File: src/rtl/wsched_pkg.sv
package wsched_pkg;

  // Warp indices are carried at a fixed width; NUM_WARPS must not exceed 16.
  localparam int WARP_ID_W = 4;
  localparam int NUM_PORTS = 3;
  localparam int PORT_SP   = 0;
  localparam int PORT_SFU  = 1;
  localparam int PORT_MEM  = 2;

  typedef enum logic [1:0] {
    OP_ALU     = 2'd0,
    OP_SFU     = 2'd1,
    OP_MEM     = 2'd2,
    OP_ALU_SFU = 2'd3
  } opClass_e;

  typedef enum logic [1:0] {
    ST_ISSUED = 2'd0,
    ST_IDLE   = 2'd1,
    ST_RAW    = 2'd2,
    ST_PIPE   = 2'd3
  } stall_e;

  // control -> datapath
  typedef struct packed {
    logic                 haveLast;
    logic [WARP_ID_W-1:0] lastWarp;
  } ctrlStrobe_t;

  // datapath -> control
  typedef struct packed {
    logic                 issueHit;
    logic                 anyValid;
    logic                 anyReady;
    logic [WARP_ID_W-1:0] winWarp;
  } dpEvent_t;

endpackage

File: src/rtl/wsched_lane.sv
module wsched_lane
  import wsched_pkg::*;
#(
  parameter int PC_W = 16
) (
  input  logic            exited,
  input  logic            bufValid,
  input  logic            hasInst,
  input  logic [PC_W-1:0] bufPc,
  input  logic [PC_W-1:0] expPc,
  input  logic [1:0]      opClass,
  input  logic            ready,
  input  logic            spFree,
  input  logic            sfuFree,
  input  logic            memFree,
  output logic            hazard,
  output logic            instValid,
  output logic            instReady,
  output logic            canIssue,
  output logic [NUM_PORTS-1:0] portSel
);

  logic live;
  logic pcOk;

  always_comb begin
    live      = !exited;
    pcOk      = (bufPc == expPc);
    hazard    = live && bufValid && (!hasInst || !pcOk);
    instValid = live && bufValid && hasInst && pcOk;
    instReady = instValid && ready;

    portSel = '0;
    unique case (opClass_e'(opClass))
      OP_MEM:     if (memFree) portSel[PORT_MEM] = 1'b1;
      OP_ALU:     if (spFree)  portSel[PORT_SP]  = 1'b1;
      OP_SFU:     if (sfuFree) portSel[PORT_SFU] = 1'b1;
      OP_ALU_SFU: begin
        if (spFree)       portSel[PORT_SP]  = 1'b1;
        else if (sfuFree) portSel[PORT_SFU] = 1'b1;
      end
      default: portSel = '0;
    endcase
    canIssue = instReady && (|portSel);
  end

endmodule

File: src/rtl/wsched_dp.sv
module wsched_dp
  import wsched_pkg::*;
#(
  parameter int NUM_WARPS = 8,
  parameter int PC_W      = 16
) (
  input  logic [NUM_WARPS-1:0]      warpExited,
  input  logic [NUM_WARPS-1:0]      ibValid,
  input  logic [NUM_WARPS-1:0]      ibHasInst,
  input  logic [NUM_WARPS*PC_W-1:0] ibPc,
  input  logic [2*NUM_WARPS-1:0]    ibOp,
  input  logic [NUM_WARPS-1:0]      sbReady,
  input  logic [NUM_WARPS*PC_W-1:0] stackPc,
  input  logic                      spFree,
  input  logic                      sfuFree,
  input  logic                      memFree,
  input  ctrlStrobe_t               ctrl,
  output dpEvent_t                  evt,
  output logic [NUM_PORTS-1:0]      issuePort,
  output logic [NUM_WARPS-1:0]      flushMask
);

  logic [NUM_WARPS-1:0] hazard;
  logic [NUM_WARPS-1:0] instValid;
  logic [NUM_WARPS-1:0] instReady;
  logic [NUM_WARPS-1:0] canIssue;
  logic [NUM_PORTS-1:0] portSel [NUM_WARPS];

  for (genvar w = 0; w < NUM_WARPS; w++) begin : g_lane
    wsched_lane #(.PC_W(PC_W)) lane (
      .exited    (warpExited[w]),
      .bufValid  (ibValid[w]),
      .hasInst   (ibHasInst[w]),
      .bufPc     (ibPc[w*PC_W +: PC_W]),
      .expPc     (stackPc[w*PC_W +: PC_W]),
      .opClass   (ibOp[2*w +: 2]),
      .ready     (sbReady[w]),
      .spFree    (spFree),
      .sfuFree   (sfuFree),
      .memFree   (memFree),
      .hazard    (hazard[w]),
      .instValid (instValid[w]),
      .instReady (instReady[w]),
      .canIssue  (canIssue[w]),
      .portSel   (portSel[w])
    );
  end

  // Rotating scan: start after the last issuer, stop at the first winner.
  always_comb begin
    int  startIdx;
    int  idx;
    logic found;
    startIdx = 0;
    if (ctrl.haveLast && (int'(ctrl.lastWarp) < NUM_WARPS - 1))
      startIdx = int'(ctrl.lastWarp) + 1;
    found     = 1'b0;
    flushMask = '0;
    issuePort = '0;
    evt.winWarp = '0;
    for (int k = 0; k < NUM_WARPS; k++) begin
      idx = startIdx + k;
      if (idx >= NUM_WARPS) idx = idx - NUM_WARPS;
      if (!found) begin
        if (hazard[idx]) flushMask[idx] = 1'b1;
        if (canIssue[idx]) begin
          found       = 1'b1;
          evt.winWarp = WARP_ID_W'(idx);
          issuePort   = portSel[idx];
        end
      end
    end
    evt.issueHit = found;
    evt.anyValid = |instValid;
    evt.anyReady = |instReady;
  end

endmodule

File: src/rtl/wsched_ctrl.sv
module wsched_ctrl
  import wsched_pkg::*;
(
  input  logic        clk,
  input  logic        rst,
  input  dpEvent_t    evt,
  output ctrlStrobe_t ctrl,
  output logic [1:0]  stallCode
);

  logic                 haveLast;
  logic [WARP_ID_W-1:0] lastWarp;

  always_ff @(posedge clk) begin
    if (rst) begin
      haveLast <= 1'b0;
      lastWarp <= '0;
    end else if (evt.issueHit) begin
      haveLast <= 1'b1;
      lastWarp <= evt.winWarp;
    end
  end

  always_comb begin
    ctrl.haveLast = haveLast;
    ctrl.lastWarp = lastWarp;
    if (evt.issueHit)      stallCode = ST_ISSUED;
    else if (!evt.anyValid) stallCode = ST_IDLE;
    else if (!evt.anyReady) stallCode = ST_RAW;
    else                    stallCode = ST_PIPE;
  end

endmodule

File: src/rtl/wsched_top.sv
module wsched_top
  import wsched_pkg::*;
#(
  parameter int NUM_WARPS = 8,
  parameter int PC_W      = 16
) (
  input  logic                      clk,
  input  logic                      rst,
  input  logic [NUM_WARPS-1:0]      warpExited,
  input  logic [NUM_WARPS-1:0]      ibValid,
  input  logic [NUM_WARPS-1:0]      ibHasInst,
  input  logic [NUM_WARPS*PC_W-1:0] ibPc,
  input  logic [2*NUM_WARPS-1:0]    ibOp,
  input  logic [NUM_WARPS-1:0]      sbReady,
  input  logic [NUM_WARPS*PC_W-1:0] stackPc,
  input  logic                      spFree,
  input  logic                      sfuFree,
  input  logic                      memFree,
  output logic                      issueValid,
  output logic [WARP_ID_W-1:0]      issueWarp,
  output logic [NUM_PORTS-1:0]      issuePort,
  output logic [NUM_WARPS-1:0]      flushMask,
  output logic [1:0]                stallCode
);

  ctrlStrobe_t ctrl;
  dpEvent_t    evt;

  wsched_dp #(.NUM_WARPS(NUM_WARPS), .PC_W(PC_W)) dp (
    .warpExited (warpExited),
    .ibValid    (ibValid),
    .ibHasInst  (ibHasInst),
    .ibPc       (ibPc),
    .ibOp       (ibOp),
    .sbReady    (sbReady),
    .stackPc    (stackPc),
    .spFree     (spFree),
    .sfuFree    (sfuFree),
    .memFree    (memFree),
    .ctrl       (ctrl),
    .evt        (evt),
    .issuePort  (issuePort),
    .flushMask  (flushMask)
  );

  wsched_ctrl ctl (
    .clk       (clk),
    .rst       (rst),
    .evt       (evt),
    .ctrl      (ctrl),
    .stallCode (stallCode)
  );

  assign issueValid = evt.issueHit;
  assign issueWarp  = evt.winWarp;

endmodule

File: config.mk
export PLATFORM = sky130hd
export DESIGN_NAME = wsched_top
export DESIGN_NICKNAME = d
export VERILOG_FILES = /design/src/rtl/wsched_pkg.sv /design/src/rtl/wsched_lane.sv /design/src/rtl/wsched_dp.sv /design/src/rtl/wsched_ctrl.sv /design/src/rtl/wsched_top.sv
export SDC_FILE = /design/constraint.sdc
export NUM_CORES = 1
export LEC_CHECK = 0
export BUFFER_PORTS_ARGS = -buffer_cell sky130_fd_sc_hd__buf_2
export CORE_MARGIN = 2
export CORE_UTILIZATION = 40
export DETAILED_ROUTE_END_ITERATION = 12
export GPL_TIMING_DRIVEN = 0
export PLACE_DENSITY_LB_ADDON = 0.2
export SLEW_MARGIN = 20
export SYNTH_ARGS = -nofsm -noshare
export SYNTH_HDL_FRONTEND = slang
export SYNTH_SLANG_ARGS = --single-unit
File: constraint.sdc
create_clock -name clk -period 5.75 [get_ports clk]
set_input_delay 0.2875 -clock clk [delete_from_list [all_inputs] [get_ports clk]]
set_output_delay 0.2875 -clock clk [all_outputs]
set_load 0.02 [all_outputs]
==> metrics.txt <==
# TYPE chip_impl_metric gauge
chip_impl_metric{name="synth_sequential_area_ratio",unit="%"} 1.33
chip_impl_metric{name="grt_pass1_wl",unit="mm"} 56.0
chip_impl_metric{name="ctsHoldBuffers",unit=""} 0
chip_impl_metric{name="avgRoutedWirePerCell",unit="um"} 22.9
chip_impl_metric{name="worstSkewPairLatency",unit="ns"} 0.22
chip_impl_metric{name="avgViaCountPerCell",unit=""} 6.33
chip_impl_info{name="timing.critical_path.to_type",value="primary output"} 1
chip_impl_metric{name="ioPinCount",unit=""} 327
chip_impl_metric{name="final_min_period_over_clock_period",unit="%"} 98.9
chip_impl_metric{name="grt_start_max_net_pins",unit=""} 20
chip_impl_metric{name="final-hold-violation-count",unit=""} 0
chip_impl_metric{name="placement.io_buffers",unit=""} 326
chip_impl_metric{name="route.vias.total",unit=""} 10400
chip_impl_metric{name="drive_gt1_share",unit="%"} 33.6
chip_impl_metric{name="worst_slew_margin_rel",unit="%"} 26.9
chip_impl_metric{name="core-area",unit="um^2"} 18600
chip_impl_metric{name="cts-root-to-sink-buffers",unit=""} 2
chip_impl_metric{name="antenna_found_initial",unit=""} 1
chip_impl_metric{name="die_span_in_x",unit="um"} 141
chip_impl_info{name="synth_flop_cell",value="sky130_fd_sc_hd__dfxtp_1"} 1
chip_impl_metric{name="period_minus_slack",unit="ns"} 5.68
chip_impl_metric{name="cellLeakagePower",unit="uW"} 0.00422
chip_impl_metric{name="worst-endpoint-required",unit="ns"} 5.46
chip_impl_metric{name="drc_errors",unit=""} 0
chip_impl_info{name="slowest_stage",value="sky130_fd_sc_hd__nor4bb_4"} 1
chip_impl_metric{name="async_reset_ff_share",unit="%"} 0
chip_impl_metric{name="dp_worst_setup_slack",unit="ns"} -1.69
chip_impl_metric{name="final.setup_skew",unit="ns"} 0.00172
chip_impl_info{name="rr_endpoint",value="ctl.lastWarp[0]"} 1
chip_impl_info{name="worstPathCellList",value="ha_4 -> nand2_2 -> nand3_2 -> clkbuf_4 -> buf_4 -> buf_4 -> buf_6 -> ha_1 -> clkbuf_4 -> clkinv_4 -> nand4_1 -> a21oi_1 -> nand4_1 -> o2111a_2 -> o311a_4 -> nand2_4 -> nor4bb_4 -> buf_4 -> nand4b_1 -> a31oi_2 -> buf_2"} 1
chip_impl_metric{name="final-seq-area",unit="um^2"} 101
chip_impl_info{name="clockRootBuffer",value="sky130_fd_sc_hd__clkbuf_16"} 1
chip_impl_metric{name="initial_utilization",unit="%"} 40.4
chip_impl_info{name="tritoncts_clock_tree",value="built"} 1
chip_impl_metric{name="timing_worst_slew_pin_value",unit="ns"} 1.09
chip_impl_metric{name="areaGrowthSynthToFinish",unit="%"} 31.7
chip_impl_metric{name="irDropWorstVdd",unit="mV"} 0.184
chip_impl_metric{name="power_density",unit="nW/um^2"} 377
chip_impl_metric{name="hold_path_depth",unit=""} 2
chip_impl_metric{name="reg2reg_slack",unit="ns"} 0.55
chip_impl_info{name="timing.rr.start",value="ctl.lastWarp[1]"} 1
chip_impl_metric{name="max_stage_delay",unit="ns"} 0.42
chip_impl_info{name="critical_path_class",value="reg2out"} 1
chip_impl_metric{name="num-nets-final",unit=""} 1754
chip_impl_metric{name="grt_usage",unit="%"} 36.0
chip_impl_metric{name="first_pass_iters",unit=""} 8
chip_impl_metric{name="worst_slack",unit="ns"} 0.0652
chip_impl_metric{name="antennaDiodeCount",unit=""} 0
chip_impl_metric{name="final.hold.worst_slack",unit="ns"} 0.316
chip_impl_metric{name="timing_max_transition_violations_final",unit=""} 0
chip_impl_metric{name="max-cap-violations",unit=""} 0
chip_impl_metric{name="synth-warning-count",unit=""} 0
chip_impl_metric{name="fp.dieArea",unit="um^2"} 19900
chip_impl_metric{name="post_place_cells",unit=""} 1635
chip_impl_metric{name="grt.overflow.total",unit=""} 0
chip_impl_metric{name="worst_setup_hold_path_clk_slew",unit="ns"} 0.03
chip_impl_info{name="whs_endpoint",value="ctl.haveLast"} 1
chip_impl_info{name="worstHoldStart",value="rst"} 1
chip_impl_metric{name="critical_path_peak_fanout",unit=""} 13
chip_impl_metric{name="fin_total_pwr",unit="uW"} 3730
chip_impl_metric{name="clock_sink_total",unit=""} 5
chip_impl_metric{name="num_rows",unit=""} 50
chip_impl_metric{name="finalWirelength",unit="mm"} 37.6
chip_impl_metric{name="first_global_vias",unit=""} 10142
chip_impl_metric{name="drt.antenna.violating_nets",unit=""} 0
chip_impl_metric{name="h-tree-depth",unit=""} 1
chip_impl_metric{name="post_synth_inst_count",unit=""} 1075
chip_impl_metric{name="floorplan.die.height",unit="um"} 141
chip_impl_metric{name="synth_nets",unit=""} 1419
chip_impl_metric{name="numCtsBuffers",unit=""} 3
chip_impl_metric{name="reg2regPathDepth",unit=""} 22
chip_impl_metric{name="fillerInstances",unit=""} 1941
chip_impl_metric{name="multi_input_area",unit="um^2"} 7190
chip_impl_metric{name="dpl.hpwl",unit="mm"} 31.3
chip_impl_info{name="hold_class",value="in2reg"} 1
chip_impl_metric{name="syn_area",unit="um^2"} 7510
chip_impl_metric{name="final_weighted_congestion_in_routability_driven_placement",unit=""} 1.06
chip_impl_info{name="worstSetupStartpointType",value="register"} 1
chip_impl_metric{name="crit_arrival",unit="ns"} 5.40
chip_impl_info{name="status",value="finished clean"} 1
chip_impl_metric{name="layoutNonFillerInstCount",unit=""} 1643
chip_impl_metric{name="yosys_cell_types",unit=""} 104
chip_impl_metric{name="first_iter_violations",unit=""} 1175
chip_impl_metric{name="synth.ff_latch_count",unit=""} 5
chip_impl_metric{name="synth_enable_flop_cells",unit=""} 0
chip_impl_metric{name="finalSetupViolCount",unit=""} 0
chip_impl_metric{name="syn_area_per_cell",unit="um^2"} 6.98
chip_impl_metric{name="max_clock_freq",unit="MHz"} 176
chip_impl_info{name="worst_path_most_repeated_cell",value="sky130_fd_sc_hd__buf_4"} 1
==> cells by family (layout without fill, tap and decap cells) <==
group,Yosys count,in the layout,share of synthesized area [%]
AO/OA/AOI/OAI,280,280,27.9
XOR/XNOR,113,113,13.3
adder cells (fa/ha/maj),35,35,5.83
buffers and inverters,103,437,6.02
flip-flops,5,5,1.33
multiplexers,70,70,10.9
AND/OR/NAND/NOR,469,469,34.7
==> worst max-delay path by stage <==
stage	cells past startpoint	from	to	slack, ns
CTS	23	ctl.haveLast	issuePort[0]	0.01
global route	22	ctl.lastWarp[1]	issuePort[0]	-0.005
global placement	21	ctl.lastWarp[0]	stallCode[0]	-1.74
floorplan	22	ctl.lastWarp[0]	stallCode[0]	0.31
detailed placement	21	ctl.lastWarp[0]	stallCode[0]	-1.69
finish	21	ctl.lastWarp[1]	stallCode[0]	0.07
==> through the flow <==
stage	util [%]	cell area (um^2)	setup TNS, ns
global placement	50.8	9430	-30.23
CTS	52.2	9700	0
floorplan	-	7510	0
global route	53.2	9880	-0.00543
detailed placement	50.8	9440	-27.05
finish	53.2	9880	0
==> synthesized netlist by cell type, drive strengths merged, types with 26 or more instances <==
library cell  count  area, um^2
nand3            61         315
nand4            62         413
nor3             35         195
inv              46         173
ha               35         438
a21oi            41         213
nand2b           41         257
buf              35         196
o21ai            37         200
a211oi           26         200
xnor2            95         840
nand2           114         443
nor2             65         251
mux2i            56         561
==> per-layer routing <==
layer | GRT usage, % | vias to the layer above | wire length (um)
met1 | 45.3 | 4747 | 14600
met3 | 8.25 | 136 | 4550
met2 | 59.3 | 745 | 16700
li1 | - | 4770 | -
met4 | 14.8 | 2 | 1760
met5 | 0 | - | 12
==> power by group <==
group          switching, uW  internal, uW  leakage [uW]
Clock                   20.8          91.7     0.0000382
Combinational           2270          1280       0.00414
Sequential              19.1          49.1     0.0000418
==> what timing repair did <==
action,in CTS,in global routing
endpoints found under the setup margin,23,18
buffers inserted,3,3
gates cloned,1,0
pin swaps,3,6
gates resized for setup,44,38
endpoints found under the hold margin,0,0
==> state kept, by name, summed over array words and instances, names as in the netlist <==
name / count
ctl.lastWarp: 4
ctl.haveLast: 1
==> placed cells by master (no fill, tap or decap), types with 7 or more instances in the layout <==
cell type	n
sky130_fd_sc_hd__nor4_1	14
sky130_fd_sc_hd__xnor2_1	93
sky130_fd_sc_hd__mux2i_1	56
sky130_fd_sc_hd__nand3_1	56
sky130_fd_sc_hd__o2111ai_1	8
sky130_fd_sc_hd__ha_1	34
sky130_fd_sc_hd__o31ai_1	8
sky130_fd_sc_hd__nand2_1	110
sky130_fd_sc_hd__xor2_1	18
sky130_fd_sc_hd__buf_2	335
sky130_fd_sc_hd__a22oi_1	14
sky130_fd_sc_hd__nor3_2	7
sky130_fd_sc_hd__mux4_2	9
sky130_fd_sc_hd__nand2b_1	41
sky130_fd_sc_hd__buf_6	11
sky130_fd_sc_hd__a211oi_1	25
sky130_fd_sc_hd__o21ai_1	8
sky130_fd_sc_hd__buf_4	14
sky130_fd_sc_hd__a222oi_1	7
sky130_fd_sc_hd__nor2b_1	18
sky130_fd_sc_hd__inv_1	42
sky130_fd_sc_hd__o21ai_0	25
sky130_fd_sc_hd__clkbuf_1	14
sky130_fd_sc_hd__and3_1	10
sky130_fd_sc_hd__a31oi_1	9
sky130_fd_sc_hd__o211ai_1	7
sky130_fd_sc_hd__a21oi_1	38
sky130_fd_sc_hd__nand4_1	58
sky130_fd_sc_hd__o22ai_1	22
sky130_fd_sc_hd__nor3_1	28
sky130_fd_sc_hd__a21boi_0	15
sky130_fd_sc_hd__nor2_1	64
==> layout make-up <==
class                           count  area share, %
Buffer                             52           3.54
Clock buffer                        4          0.797
Inverter                           48           1.90
Multi-Input combinational cell    967           72.7
Sequential cell                     5           1.03
Tap cell                          234           2.96
Timing Repair Buffer              333           17.1
==> worst max-delay path: cells and delay by family, from the launching register on <==
kind,cells,cell delay (ns)
buffers and inverters,8,1.88
AND/OR/NAND/NOR,7,1.45
AO/OA/AOI/OAI,4,1.02
flip-flops,1,0.39
adder cells (fa/ha/maj),2,0.39
Power figures use the tool's default switching activity.
